### src/rtl/rxbd_pkg.sv
package rxbd_pkg;
  // Length halfword width is fixed by the descriptor layout.
  localparam int LEN_W       = 16;
  localparam int ENTRY_BYTES = 8;
  localparam int PTR_OFFSET  = 4;

  // Status halfword bit positions (bit 15 = most significant).
  localparam int ST_OWN  = 15;
  localparam int ST_WRAP = 13;
  localparam int ST_INTR = 12;
  localparam int ST_CONT = 9;
  localparam int ST_EOSF = 6;

  typedef enum logic [2:0] {
    S_IDLE,
    S_RD_STAT,
    S_RD_PTR,
    S_LD_PTR,
    S_RUN,
    S_DROP,
    S_CLOSE
  } rxbd_state_e;
endpackage

### src/rtl/rxbd_reset_sync.sv
module rxbd_reset_sync #(
  parameter int STAGES = 2
) (
  input  logic clk,
  input  logic rst_n,
  output logic rst_sync_n
);
  logic [STAGES-1:0] chain_q;

  always_ff @(posedge clk or negedge rst_n) begin
    if (!rst_n) chain_q <= '0;
    else        chain_q <= {chain_q[STAGES-2:0], 1'b1};
  end

  assign rst_sync_n = chain_q[STAGES-1];
endmodule

### src/rtl/rxbd_ptr_guard.sv
module rxbd_ptr_guard #(
  parameter int AW          = 32,
  parameter int SPAN_BYTES  = 65536,
  parameter int BURST_BYTES = 32
) (
  input  logic [AW-1:0] cur_i,
  input  logic [AW-1:0] base_i,
  input  logic [AW-1:0] ptr_i,
  input  logic          wrap_i,
  output logic [AW-1:0] next_o,
  output logic          span_err_o,
  output logic          align_err_o
);
  import rxbd_pkg::*;

  localparam logic [AW-1:0] STEP       = AW'(ENTRY_BYTES);
  localparam logic [AW-1:0] SPAN_LIM   = AW'(SPAN_BYTES);
  localparam logic [AW-1:0] ALIGN_MASK = AW'(BURST_BYTES - 1);

  logic [AW-1:0] next_offs;

  always_comb begin
    next_offs   = cur_i - base_i + STEP;
    span_err_o  = !wrap_i && (next_offs >= SPAN_LIM);
    next_o      = (wrap_i || span_err_o) ? base_i : (cur_i + STEP);
    align_err_o = |(ptr_i & ALIGN_MASK);
  end
endmodule

### src/rtl/rxbd_irq_coalesce.sv
module rxbd_irq_coalesce #(
  parameter int CW = 8
) (
  input  logic          clk,
  input  logic          rst_n,
  input  logic          evt_i,
  input  logic [CW-1:0] thresh_i,
  output logic          gint_o
);
  logic [CW-1:0] cnt_q, cnt_d;
  logic [CW-1:0] thr_eff;
  logic          hit;
  logic          gint_d;

  always_comb begin
    thr_eff = (thresh_i == '0) ? CW'(1) : thresh_i;
    hit     = evt_i && (({1'b0, cnt_q} + (CW+1)'(1)) >= {1'b0, thr_eff});
    cnt_d   = cnt_q;
    if (evt_i) cnt_d = hit ? '0 : (cnt_q + CW'(1));
    gint_d  = hit;
  end

  always_ff @(posedge clk or negedge rst_n) begin
    if (!rst_n) begin
      cnt_q  <= '0;
      gint_o <= 1'b0;
    end else begin
      if (evt_i) cnt_q <= cnt_d;
      gint_o <= gint_d;
    end
  end

  // the flag only follows an event, and the count restarts with it
  assert_gint_after_evt_R6: assert property (@(posedge clk) disable iff (!rst_n)
    gint_o |-> $past(evt_i));
  assert_gint_restart_R6: assert property (@(posedge clk) disable iff (!rst_n)
    gint_o |-> (cnt_q == '0));
endmodule

### src/rtl/rxbd_ring_engine.sv
module rxbd_ring_engine #(
  parameter int AW          = 32,
  parameter int CW          = 8,
  parameter int SPAN_BYTES  = 65536,
  parameter int BURST_BYTES = 32,
  parameter int SYNC_STAGES = 2
) (
  input  logic          clk,
  input  logic          rst_n,
  input  logic          cfg_en,
  input  logic          cfg_ces,
  input  logic [AW-1:0] cfg_base,
  input  logic [15:0]   cfg_buf_size,
  input  logic [CW-1:0] cfg_irq_thresh,
  output logic          bd_req,
  output logic          bd_we,
  output logic [AW-1:0] bd_addr,
  output logic [31:0]   bd_wdata,
  input  logic [31:0]   bd_rdata,
  input  logic          in_valid,
  output logic          in_ready,
  input  logic [7:0]    in_data,
  input  logic          in_last,
  input  logic          in_abort,
  output logic          dw_valid,
  output logic [AW-1:0] dw_addr,
  output logic [7:0]    dw_data,
  output logic          evt_valid,
  output logic [AW-1:0] evt_addr,
  output logic          gint,
  output logic          sig_capture,
  output logic          err_busy,
  output logic          err_align,
  output logic          err_span
);
  import rxbd_pkg::*;

  localparam logic [AW-1:0] ALIGN_MASK = AW'(BURST_BYTES - 1);

  logic              rst_s_n;
  rxbd_state_e       st_q, st_d;
  logic [AW-1:0]     cur_q, cur_d;
  logic [AW-1:0]     ptr_q;
  logic [15:0]       stat_q;
  logic [LEN_W-1:0]  cnt_q, cnt_d;
  logic              recheck_q, recheck_d;
  logic              stat_en, ptr_en;
  logic [AW-1:0]     next_cur;
  logic              span_bad, ptr_bad;
  logic              owned, usable;
  logic [LEN_W-1:0]  buf_lim;
  logic              buf_full;
  logic [15:0]       stat_close;
  logic              closing;

  rxbd_reset_sync #(.STAGES(SYNC_STAGES)) u_rst (
    .clk        (clk),
    .rst_n      (rst_n),
    .rst_sync_n (rst_s_n)
  );

  rxbd_ptr_guard #(
    .AW          (AW),
    .SPAN_BYTES  (SPAN_BYTES),
    .BURST_BYTES (BURST_BYTES)
  ) u_guard (
    .cur_i       (cur_q),
    .base_i      (cfg_base),
    .ptr_i       (ptr_q),
    .wrap_i      (stat_q[ST_WRAP]),
    .next_o      (next_cur),
    .span_err_o  (span_bad),
    .align_err_o (ptr_bad)
  );

  rxbd_irq_coalesce #(.CW(CW)) u_irq (
    .clk      (clk),
    .rst_n    (rst_s_n),
    .evt_i    (evt_valid),
    .thresh_i (cfg_irq_thresh),
    .gint_o   (gint)
  );

  // Snapshot qualifiers and closing status
  always_comb begin
    owned      = stat_q[ST_OWN];
    usable     = owned && !ptr_bad;
    buf_lim    = (cfg_buf_size == '0) ? LEN_W'(1) : cfg_buf_size;
    buf_full   = (({1'b0, cnt_q} + (LEN_W+1)'(1)) >= {1'b0, buf_lim});
    stat_close = stat_q;
    stat_close[ST_OWN] = stat_q[ST_CONT];
    closing    = cfg_en && (st_q == S_CLOSE);
  end

  // Next-state and port logic
  always_comb begin
    st_d      = st_q;
    cur_d     = cur_q;
    cnt_d     = cnt_q;
    recheck_d = recheck_q;
    stat_en   = 1'b0;
    ptr_en    = 1'b0;
    bd_req    = 1'b0;
    bd_we     = 1'b0;
    bd_addr   = cur_q;
    bd_wdata  = '0;
    in_ready  = 1'b0;
    dw_valid  = 1'b0;
    err_busy  = 1'b0;
    err_align = 1'b0;

    case (st_q)
      S_IDLE: begin
        recheck_d = 1'b0;
        if (cfg_en) begin
          cur_d = cfg_base;
          st_d  = S_RD_STAT;
        end
      end
      S_RD_STAT: begin
        bd_req = 1'b1;
        cnt_d  = '0;
        st_d   = S_RD_PTR;
      end
      S_RD_PTR: begin
        bd_req  = 1'b1;
        bd_addr = cur_q + AW'(PTR_OFFSET);
        stat_en = 1'b1;
        st_d    = S_LD_PTR;
      end
      S_LD_PTR: begin
        ptr_en = 1'b1;
        st_d   = S_RUN;
      end
      S_RUN: begin
        in_ready = usable || recheck_q;
        if (in_valid) begin
          if (!usable) begin
            if (!recheck_q) begin
              // snapshot may be stale: read the entry again before judging
              recheck_d = 1'b1;
              st_d      = S_RD_STAT;
            end else begin
              err_busy  = !owned;
              err_align = owned;
              recheck_d = 1'b0;
              st_d      = (in_last || in_abort) ? S_RD_STAT : S_DROP;
            end
          end else if (in_abort) begin
            recheck_d = 1'b0;
            st_d      = S_CLOSE;
          end else begin
            dw_valid = 1'b1;
            cnt_d    = cnt_q + LEN_W'(1);
            if (in_last || buf_full) begin
              recheck_d = 1'b0;
              st_d      = S_CLOSE;
            end
          end
        end
      end
      S_DROP: begin
        in_ready = 1'b1;
        if (in_valid && (in_last || in_abort)) st_d = S_RD_STAT;
      end
      S_CLOSE: begin
        bd_req   = 1'b1;
        bd_we    = 1'b1;
        bd_wdata = {stat_close, cnt_q};
        cur_d    = next_cur;
        st_d     = S_RD_STAT;
      end
      default: st_d = S_IDLE;
    endcase

    if (!cfg_en) begin
      st_d      = S_IDLE;
      bd_req    = 1'b0;
      bd_we     = 1'b0;
      in_ready  = 1'b0;
      dw_valid  = 1'b0;
      err_busy  = 1'b0;
      err_align = 1'b0;
    end
  end

  assign dw_addr     = ptr_q + AW'(cnt_q);
  assign dw_data     = in_data;
  assign evt_valid   = closing && stat_q[ST_INTR];
  assign evt_addr    = cur_q;
  assign sig_capture = closing && stat_q[ST_EOSF] && cfg_ces;
  assign err_span    = closing && span_bad;

  // Registers
  always_ff @(posedge clk or negedge rst_s_n) begin
    if (!rst_s_n) begin
      st_q      <= S_IDLE;
      cur_q     <= '0;
      ptr_q     <= '0;
      stat_q    <= '0;
      cnt_q     <= '0;
      recheck_q <= 1'b0;
    end else begin
      st_q      <= st_d;
      cur_q     <= cur_d;
      cnt_q     <= cnt_d;
      recheck_q <= recheck_d;
      if (stat_en) stat_q <= bd_rdata[31:16];
      if (ptr_en)  ptr_q  <= AW'(bd_rdata);
    end
  end

  // octets land only in a buffer owned by hardware
  assert_owned_write_R2: assert property (@(posedge clk) disable iff (!rst_s_n)
    dw_valid |-> stat_q[ST_OWN]);
  // written-back ownership follows the continuous flag
  assert_close_owner_R3: assert property (@(posedge clk) disable iff (!rst_s_n)
    bd_we |-> (bd_wdata[16+ST_OWN] == stat_q[ST_CONT]));
  // wrap returns to the base, otherwise step one entry
  assert_wrap_base_R4: assert property (@(posedge clk) disable iff (!rst_s_n)
    (closing && stat_q[ST_WRAP]) |=> (cur_q == $past(cfg_base)));
  assert_step_entry_R4: assert property (@(posedge clk) disable iff (!rst_s_n)
    (closing && !stat_q[ST_WRAP] && !err_span) |=> (cur_q == $past(cur_q) + AW'(ENTRY_BYTES)));
  // an event is posted only with a close write-back
  assert_evt_on_close_R5: assert property (@(posedge clk) disable iff (!rst_s_n)
    evt_valid |-> (bd_req && bd_we));
  // stored length never exceeds the buffer size
  assert_len_bound_R7: assert property (@(posedge clk) disable iff (!rst_s_n)
    bd_we |-> (bd_wdata[15:0] <= buf_lim));
  // capture strobe only in circuit-emulation mode, at a close
  assert_sig_gate_R9: assert property (@(posedge clk) disable iff (!rst_s_n)
    sig_capture |-> (cfg_ces && bd_we));
  // a busy report consumes the beat without storing it
  assert_busy_drop_R10: assert property (@(posedge clk) disable iff (!rst_s_n)
    err_busy |-> (in_ready && !dw_valid));
  // no octet is written through a misaligned address
  assert_aligned_write_R11: assert property (@(posedge clk) disable iff (!rst_s_n)
    dw_valid |-> ((ptr_q & ALIGN_MASK) == '0));
  // a span overrun restarts the ring at the base
  assert_span_restart_R12: assert property (@(posedge clk) disable iff (!rst_s_n)
    err_span |=> (cur_q == $past(cfg_base)));
endmodule

### config.mk
export PLATFORM = sky130hd
export DESIGN_NAME = rxbd_ring_engine
export DESIGN_NICKNAME = d
export VERILOG_FILES = /design/src/rtl/rxbd_pkg.sv /design/src/rtl/rxbd_reset_sync.sv /design/src/rtl/rxbd_ptr_guard.sv /design/src/rtl/rxbd_irq_coalesce.sv /design/src/rtl/rxbd_ring_engine.sv
export SDC_FILE = /design/constraint.sdc
export NUM_CORES = 1
export LEC_CHECK = 0
export BUFFER_PORTS_ARGS = -buffer_cell sky130_fd_sc_hd__buf_2
export CAP_MARGIN = 30
export CELL_PAD_IN_SITES_DETAIL_PLACEMENT = 0
export CELL_PAD_IN_SITES_GLOBAL_PLACEMENT = 1
export CORE_ASPECT_RATIO = 0.7
export CORE_UTILIZATION = 33
export CTS_CLUSTER_DIAMETER = 120
export CTS_CLUSTER_SIZE = 30
export DETAILED_ROUTE_END_ITERATION = 8
export HOLD_SLACK_MARGIN = 0.1
export PLACE_DENSITY_LB_ADDON = 0.1
export SYNTH_ARGS = -nofsm -noshare
export SYNTH_HDL_FRONTEND = slang
export SYNTH_SLANG_ARGS = --single-unit
### constraint.sdc
create_clock -name clk -period 8 [get_ports clk]
set_input_delay 1.6 -clock clk [delete_from_list [all_inputs] [get_ports clk]]
set_output_delay 1.6 -clock clk [all_outputs]
set_load 0.005 [all_outputs]
After elaboration in Yosys (flattened, before gate mapping)
Cells that the tools add are included.
{ "op_classes": {"add_sub_neg": 9, "multipliers": 0, "div": 0, "magnitude_cmp": 3, "eq_ne": 14, "n_shift": 0, "mux": 50, "bitwise": 0, "n_reduce_logical": 29} }
{ "ops": {"columns": ["op", "count"], "rows": [
  ["$mux W32", 4],
  ["$add A32 B4 Y32 const B", 2],
  ["$mux W16", 4],
  ["$pmux W32 S2", 1],
  ["$add A32 B16 Y32", 1],
  ["$add A32 B3 Y32 const B", 1],
  ["$ge A32 B17 Y1 const B", 1],
  ["$pmux W16 S2", 1],
  ["$sub A32 B32 Y32", 1],
  ["$mux W1", 27],
  ["$mux W3", 8],
  ["$pmux W3 S6", 1],
  ["$add A16 B1 Y17 const B", 1],
  ["$ge A17 B16 Y1", 1],
  ["$add A16 B1 Y16 const B", 1],
  ["$logic_not A16 Y1", 1],
  ["$mux W8", 2],
  ["$add A8 B1 Y9 const B", 1],
  ["$eq A3 B3 Y1 const B", 3],
  ["$ge A9 B8 Y1", 1],
  ["$logic_and A1 B1 Y1", 9],
  ["$add A8 B1 Y8 const B", 1],
  ["$logic_not A8 Y1", 1],
  ["$ne A2 B2 Y1 const B", 4],
  ["other kinds (16)", 27]
]} }
{ "word_totals": {"reg_bits": 111, "latch_bits": 0, "mem_bits_rw": 0, "mem_bits_ro": 0, "in_bits": 103, "out_inout_bits": 146, "elab_cells": 114, "mem_count": 0} }

Logic depth before layout (Yosys ltp)
Gate-level depths: netlist of run 1.
{ "depth": {"word_depth": 10, "mapped_depth": 18, "ltp_nobuf": 16} }

By module
Synthesis of run 1 repeated with hierarchy kept, for this count alone.
{ "unflattened": {"cells_unflattened": 1277, "hier_area_um2": 10704.0} }
{ "modules_own_cells": {"columns": ["module", "n_inst", "cells_each", "area_each_um2", "seq_area_each_um2"], "rows": [
  ["rxbd_ring_engine", 1, 769, 6859.1, 2502.4],
  ["rxbd_ptr_guard", 1, 420, 3020.4, 0.0],
  ["rxbd_irq_coalesce", 1, 85, 770.7, 225.2],
  ["rxbd_reset_sync", 1, 3, 53.8, 50.0]
]} }

Worst setup path before layout of run 1
No wires, ideal clock.
{ "synth_path": {"path_kind": "input -> output", "from": "input cfg_base[1]", "to": "output err_span", "arrival_ns": 3.930, "t_required_ns": 6.400, "slack_ns": 2.470, "stages": 14, "n_path_buf": 0, "path_cell_list": "inv_1 -> ha_1 -> ha_1 -> inv_1 -> fa_1 -> nand2b_1 -> a21oi_2 -> o211ai_2 -> a31o_2 -> a21bo_2 -> a21oi_1 -> nand4_2 -> nor3_1 -> nor3b_1"} }
{ "synth_between": {"elab_chain_len": 5} }
{ "synth_lines": {"columns": ["element", "line_no", "rtl"], "rows": [
  ["from (decl)", "rxbd_ring_engine.sv:12", "input logic [AW-1:0] cfg_base,"],
  ["$sub A32 B32 Y32", "rxbd_ptr_guard.sv:23", "next_offs = cur_i - base_i + STEP;"],
  ["$add A32 B4 Y32", "rxbd_ptr_guard.sv:23", null],
  ["$ge A32 B17 Y1", "rxbd_ptr_guard.sv:24", "span_err_o = !wrap_i && (next_offs >= SPAN_LIM);"],
  ["$logic_and A1 B1 Y1", "rxbd_ptr_guard.sv:24", null],
  ["$logic_and A1 B1 Y1", "rxbd_ring_engine.sv:192", "assign err_span = closing && span_bad;"],
  ["to (decl)", "rxbd_ring_engine.sv:34", "output logic err_span"]
]} }
Every way passes these cells.

Final worst setup path of run 1
{ "layout_path": {"from": "input cfg_base[2]", "to": "output err_span"} }
The elaborated chain is that of the path after synthesis.

==> impl_metrics.json, run 1 <==
{
  "synth_cell_types": 78,
  "endpoint_kind": "output pin",
  "arrival_ps": 4830,
  "root_buffer": "clkbuf_16",
  "critPathTopFamily": "compound AO/OA/AOI/OAI gates",
  "worst_slew_pin_slew_ps": 978,
  "dr.pass1.iters": 5,
  "cts_tree": "yes",
  "required_ps": 6400,
  "internal-power_mw": 1.53,
  "first_global_vias": 9218,
  "rows": 54,
  "status": "finished, final reports clean",
  "cp_common_cell": "a211oi_1",
  "die_area_um2": 32800,
  "critPathLaunchType": "input port",
  "synth_edf_count": 0,
  "synth_ff_type": "dfrtp_1",
  "r2r_slack_ps": 2790,
  "slowest_stage": "a211oi_1",
  "grt_pass1_wl_um": 58300,
  "cp_num_buf_inv": 3,
  "p_leak_nw": 5.95,
  "grtUsageTotal": 0.236,
  "cts.reportedPaths.clkPinSlew_ps": 90,
  "instances_no_fill": 1875,
  "drcViolationCount": 0,
  "synth_cells": 1258,
  "dpl-instance-area_um2": 12000,
  "path_max_fanout": 3,
  "drt-total-wl_um": 38900,
  "sw_frac_of_total": 0.457,
  "numCtsBuffers": 9,
  "min_period_over_period": 0.803,
  "crit_path_start": "cfg_base[2]",
  "r2r-end": "evt_addr[11]$_DFFE_PN0P_",
  "vias": 10000,
  "cts_buffer_depth": 2,
  "post-place-ws_ps": 1680,
  "reg2reg_depth": 13,
  "timing.fmax_mhz": 156,
  "synth_seq_cells": 111,
  "num_io_pins": 249,
  "hold_viol": 0,
  "combPwrFrac": 0.504,
  "fin_util": 0.394,
  "synth_warnings": 0,
  "avgSynthCellArea_um2": 8.40,
  "cp_cell_sequence": "buf_2 > inv_1 > ha_1 > ha_1 > a211oi_1 > o211ai_1 > a211oi_1 > o21bai_1 > a211oi_1 > a21oi_1 > nand4b_1 > nor3_1 > nor3b_1 > buf_2",
  "die_y_um": 152,
  "ctsResizeCount": 0,
  "wl_per_cell_um": 20.7,
  "post-cts-setup-buffers": 0,
  "p_seq_frac": 0.319,
  "cts.sinks": 111,
  "hold_path_class": "reg2reg",
  "antenna_found_initial": 5,
  "max-slew-margin-rel": 0.346,
  "ant_nets": 0,
  "dp_hpwl_um": 30700,
  "die_w_um": 216,
  "drt-initial-drc-count": 785,
  "hold_slack_ps": 347,
  "critical_path_class": "in2out",
  "cap_violations": 0,
  "cts-htree-levels": 3,
  "tns_ps": 0,
  "power.switching_mw": 1.29,
  "start_util": 0.337,
  "rr_startpoint": "evt_addr[2]$_DFFE_PN0P_",
  "grt_setup_unrepaired": "false",
  "coreArea_um2": 31400,
  "cp_slowest_stage_delay_ps": 460,
  "cts_hold_buf": 0,
  "fin_skew_ps": 12.4,
  "crit_cells": 14,
  "gp_congestion": 0.971,
  "numPlacedInstances": 1851,
  "grt_max_degree": 62,
  "clkLatencyLatePin_ps": 390,
  "areaGrowthSynthToFinish_pct": 16.8,
  "port_buffers": 232,
  "total_power_mw": 2.82,
  "synth_area_um2": 10600,
  "via_per_inst": 5.34,
  "yosysSeqAreaShare": 0.263,
  "drv_slew": 0,
  "fin_crit_ps": 6430,
  "setup_viol": 0,
  "grt.overflow.total": 0,
  "worst_slack_ps": 1570,
  "layout-drive-gt1-share": 0.244,
  "final_cell_area_um2": 12300,
  "async_flop_share": 1.00,
  "clkPwrFrac": 0.177,
  "finalNetCount": 1652,
  "power_density_nw_per_um2": 228,
  "ir_drop_mv": 0.0923,
  "endpoint": "err_span",
  "syn_nets": 1468,
  "min_path_cells": 0
}
synthesized netlist by cell type (all sizes together) (4+ instances only):
| master | instances | area, µm² |
|---|---|---|
| a22o | 4 | 35.0 |
| clkbuf | 42 | 158 |
| mux2i | 27 | 270 |
| nor2 | 82 | 308 |
| a21oi | 89 | 490 |
| nor4 | 10 | 68.8 |
| inv | 90 | 338 |
| and4 | 5 | 43.8 |
| nand2 | 112 | 420 |
| nor2b | 12 | 82.6 |
| o211ai | 9 | 72.6 |
| o22a | 4 | 35.0 |
| a21boi | 6 | 45.0 |
| a21o | 15 | 113 |
| o21a | 10 | 75.1 |
| or3 | 5 | 31.3 |
| o21bai | 4 | 30.0 |
| a31o | 6 | 52.6 |
| nor3 | 19 | 95.1 |
| nand3 | 60 | 300 |
| ha | 105 | 1310 |
| buf | 26 | 185 |
| nand4b | 5 | 50.0 |
| dfrtp | 111 | 2780 |
| and3 | 31 | 194 |
| nand4 | 29 | 188 |
| a211o | 5 | 43.8 |
| a211oi | 18 | 150 |
| nand2b | 11 | 68.8 |
| xnor2 | 43 | 377 |
| xor2 | 35 | 307 |
| and2 | 39 | 244 |
| a31oi | 6 | 37.5 |
| mux2 | 50 | 563 |
| o21ai | 73 | 380 |
| a2bb2oi | 20 | 219 |
layout make-up:
cell class | count | area, µm²
antenna | 8 | 20.0
fill | 3354 | 19000
tap | 420 | 526
clock inverter | 7 | 91.3
multi-input combinational | 989 | 7130
timing repair buffer | 241 | 1230
sequential | 111 | 2780
inverter | 90 | 338
clock buffer | 9 | 225
layout by cell type, fill, tap and decap left out, types with 38 or more instances in the layout:
cell type	n
o21ai_0	61
nor2_1	79
and2_1	38
buf_2	232
inv_1	90
nand2_1	112
mux2_2	50
a21oi_1	81
nand3_1	60
xnor2_1	43
ha_1	105
dfrtp_1	110
metal layers:
| layer | share of wire | track usage |
|---|---|---|
| met5 | 0.00033 | 0 |
| met4 | 0.012 | 0.0514 |
| met3 | 0.077 | 0.0637 |
| met2 | 0.37 | 0.306 |
| met1 | 0.54 | 0.373 |
sequential cells by signal, indices dropped and copies added, names as in the netlist:
| name | cells |
|---|---|
| u_irq.cnt_q | 8 |
| evt_addr | 32 |
| u_irq.gint_o | 1 |
| recheck_q | 1 |
| u_rst.chain_q | 2 |
| st_q | 3 |
| stat_q | 16 |
| ptr_q | 32 |
| cnt_q | 16 |
how the worst min path moves through the flow:
stage / start / endpoint
after global routing: u_rst.chain_q[0]$_DFF_PN0_ / u_rst.chain_q[1]$_DFF_PN0_
after global placement: u_rst.chain_q[0]$_DFF_PN0_ / u_rst.chain_q[1]$_DFF_PN0_
after CTS: u_rst.chain_q[0]$_DFF_PN0_ / u_rst.chain_q[1]$_DFF_PN0_
final: u_rst.chain_q[0]$_DFF_PN0_ / u_rst.chain_q[1]$_DFF_PN0_
after floorplan: u_rst.chain_q[0]$_DFF_PN0_ / u_rst.chain_q[1]$_DFF_PN0_
after detailed placement: u_rst.chain_q[0]$_DFF_PN0_ / u_rst.chain_q[1]$_DFF_PN0_
power by group through the flow:
stage               registers, mW  logic [mW]  clock network [mW]
floorplan                   0.819       0.976                   0
global placement            0.904        1.42                   0
detailed placement          0.908        1.40                   0
CTS                         0.897        1.41               0.525
global route                0.925        1.57               0.539
finish                      0.900        1.42               0.500
kinds of logic after synthesis:
group | count (synthesis) | synth area share
AOI/OAI and AO/OA | 294 | 0.191
xor gates and xnor gates | 79 | 0.0669
adders and majority gates | 107 | 0.128
buffers and inverters | 158 | 0.0644
DFF | 111 | 0.263
muxes | 77 | 0.0788
other | 1 | 0.000355
and+or+nand+nor | 431 | 0.208
Note: power is estimated with default switching activity, not from simulation.
==> run 2: changes to the inputs <==
==> constraint.sdc (replaced) <==
create_clock -name clk -period 6.6 [get_ports clk]
set_input_delay 1.32 -clock clk [delete_from_list [all_inputs] [get_ports clk]]
set_output_delay 1.32 -clock clk [all_outputs]
set_load 0.005 [all_outputs]
==> run 2 against run 1 <==
First-iteration DRC count decreased by 5.4%. Via count rose by 0.27%. Critical path depth stayed put. Clock skew shrank 3.7 ps. Flip-flop and latch count unchanged. Die area did not move. Combinational power up 22%. Worst setup slack got worse by 720 ps. Utilization rose by 0.060 points. Highest routed layer unchanged. Cell count about the same. Non-clock buffer count rose by 4. Global-route usage decreased by 0.24 points.
==> impl_metrics.json, run 2 (same netlist as run 1, synthesis figures left out) <==
{
  "clkLatencyLatePin_ps": 390,
  "via_per_inst": 5.35,
  "use_met1": 0.366,
  "hold_path_class": "reg2reg",
  "die_area_um2": 32800,
  "required_ps": 5280,
  "root_buffer": "clkbuf_16",
  "drt-total-wl_um": 38200,
  "critPathLaunchType": "input port",
  "grt.overflow.total": 0,
  "endpoint_kind": "output pin",
  "dp_hpwl_um": 30000,
  "max-slew-margin-rel": 0.309,
  "post-cts-setup-buffers": 0,
  "num_io_pins": 249,
  "port_buffers": 232,
  "ir_drop_mv": 0.131,
  "power_density_nw_per_um2": 276,
  "crit_path_start": "cfg_base[23]",
  "cts-htree-levels": 3,
  "arrival_ps": 4430,
  "drcViolationCount": 0,
  "fin_skew_ps": 8.65,
  "p_leak_nw": 5.97,
  "r2r-end": "evt_addr[0]$_DFFE_PN0P_",
  "cts.reportedPaths.clkPinSlew_ps": 90,
  "fin_crit_ps": 5750,
  "drt-initial-drc-count": 743,
  "cts_tree": "yes",
  "rr_startpoint": "evt_addr[26]$_DFFE_PN0P_",
  "cts_buffer_depth": 2,
  "critical_path_class": "in2out",
  "dpl-instance-area_um2": 12000,
  "ctsResizeCount": 0,
  "grt.busiest_layer": "met1",
  "fin_util": 0.394,
  "die_y_um": 152,
  "mostFrequentLayoutCells": "232 x buf_2, 112 x nand2_1, 110 x dfrtp_1, 105 x ha_1, 90 x inv_1",
  "fill_cells": 3275,
  "rows": 54,
  "die_w_um": 216,
  "drv_slew": 0,
  "path_max_fanout": 9,
  "grt_max_degree": 60,
  "status": "finished, final reports clean",
  "tns_ps": 0,
  "first_global_vias": 9325,
  "cts.sinks": 111,
  "final_cell_area_um2": 12400,
  "total_power_mw": 3.41,
  "dr.pass1.iters": 7,
  "vias": 10000,
  "grt_setup_unrepaired": "false",
  "setup_viol": 0,
  "final_common_cell": "buf_2",
  "wl_per_cell_um": 20.4,
  "start_util": 0.337,
  "finalNetCount": 1656,
  "grt_use_met2": 0.308,
  "worst_slew_pin_slew_ps": 1030,
  "coreArea_um2": 31400,
  "reg2reg_depth": 12,
  "min_period_over_period": 0.871,
  "cap_violations": 0,
  "hold_viol": 0,
  "layout-drive-gt1-share": 0.245,
  "endpoint": "err_span",
  "grt_pass1_wl_um": 57700,
  "ant_nets": 0,
  "gp_congestion": 1.02,
  "areaGrowthSynthToFinish_pct": 17.0,
  "numCtsBuffers": 9,
  "antenna_found_initial": 7,
  "r2r_slack_ps": 2080,
  "min_path_cells": 0,
  "cts_hold_buf": 0,
  "grtUsageTotal": 0.234,
  "timing.fmax_mhz": 174,
  "grtUsageMet3": 0.0659
}
## run 2: final cells by class
class,count,area (µm²),share of cell area
multi-input combinational,989,7130,0.577
antenna,5,12.5,0.00101
clock inverter,6,83.8,0.00678
sequential,111,2780,0.225
inverter,90,338,0.0273
clock buffer,10,229,0.0185
timing repair buffer,245,1260,0.102
tap,420,526,0.0425
## run 2: routing by layer
metal,wire length [µm],vias up
met4,427,2
met2,14400,312
met1,20500,4831
met3,2830,28
met5,15,-
li1,-,4866
## run 2: through the flow
step / worst slack [ps] / hold slack [ps] / cells
finish: 855 / 363 / 1876
global route: 480 / 368 / 1871
CTS: 890 / 364 / 1871
detailed placement: 914 / 339 / 1855
global placement: 732 / 335 / 1855
floorplan: 1630 / 331 / 1258
## run 2: worst max-delay path: stages
cell and delay (ps):
buf_2 110, inv_1 110, ha_1 250, ha_1 490, nand4_1 210, o21a_1 240, a211oi_2 420, mux2i_1 230
o41a_1 230, a21oi_1 90, nand4b_1 270, nor3_1 100, nor3b_1 180, buf_2 180
## run 2: power by group
| group | internal [mW] | switching, mW |
|---|---|---|
| registers | 0.840 | 0.228 |
| clock network | 0.305 | 0.310 |
| logic | 0.744 | 0.987 |
| total | 1.89 | 1.53 |
## run 2: how the worst min path moves through the flow
stage                               startpoint                          to  slack (ps)
finish              u_rst.chain_q[0]$_DFF_PN0_  u_rst.chain_q[1]$_DFF_PN0_         360
detailed placement  u_rst.chain_q[0]$_DFF_PN0_  u_rst.chain_q[1]$_DFF_PN0_         340
global route        u_rst.chain_q[0]$_DFF_PN0_  u_rst.chain_q[1]$_DFF_PN0_         370
global placement    u_rst.chain_q[0]$_DFF_PN0_  u_rst.chain_q[1]$_DFF_PN0_         340
CTS                 u_rst.chain_q[0]$_DFF_PN0_  u_rst.chain_q[1]$_DFF_PN0_         360
floorplan           u_rst.chain_q[0]$_DFF_PN0_  u_rst.chain_q[1]$_DFF_PN0_         330
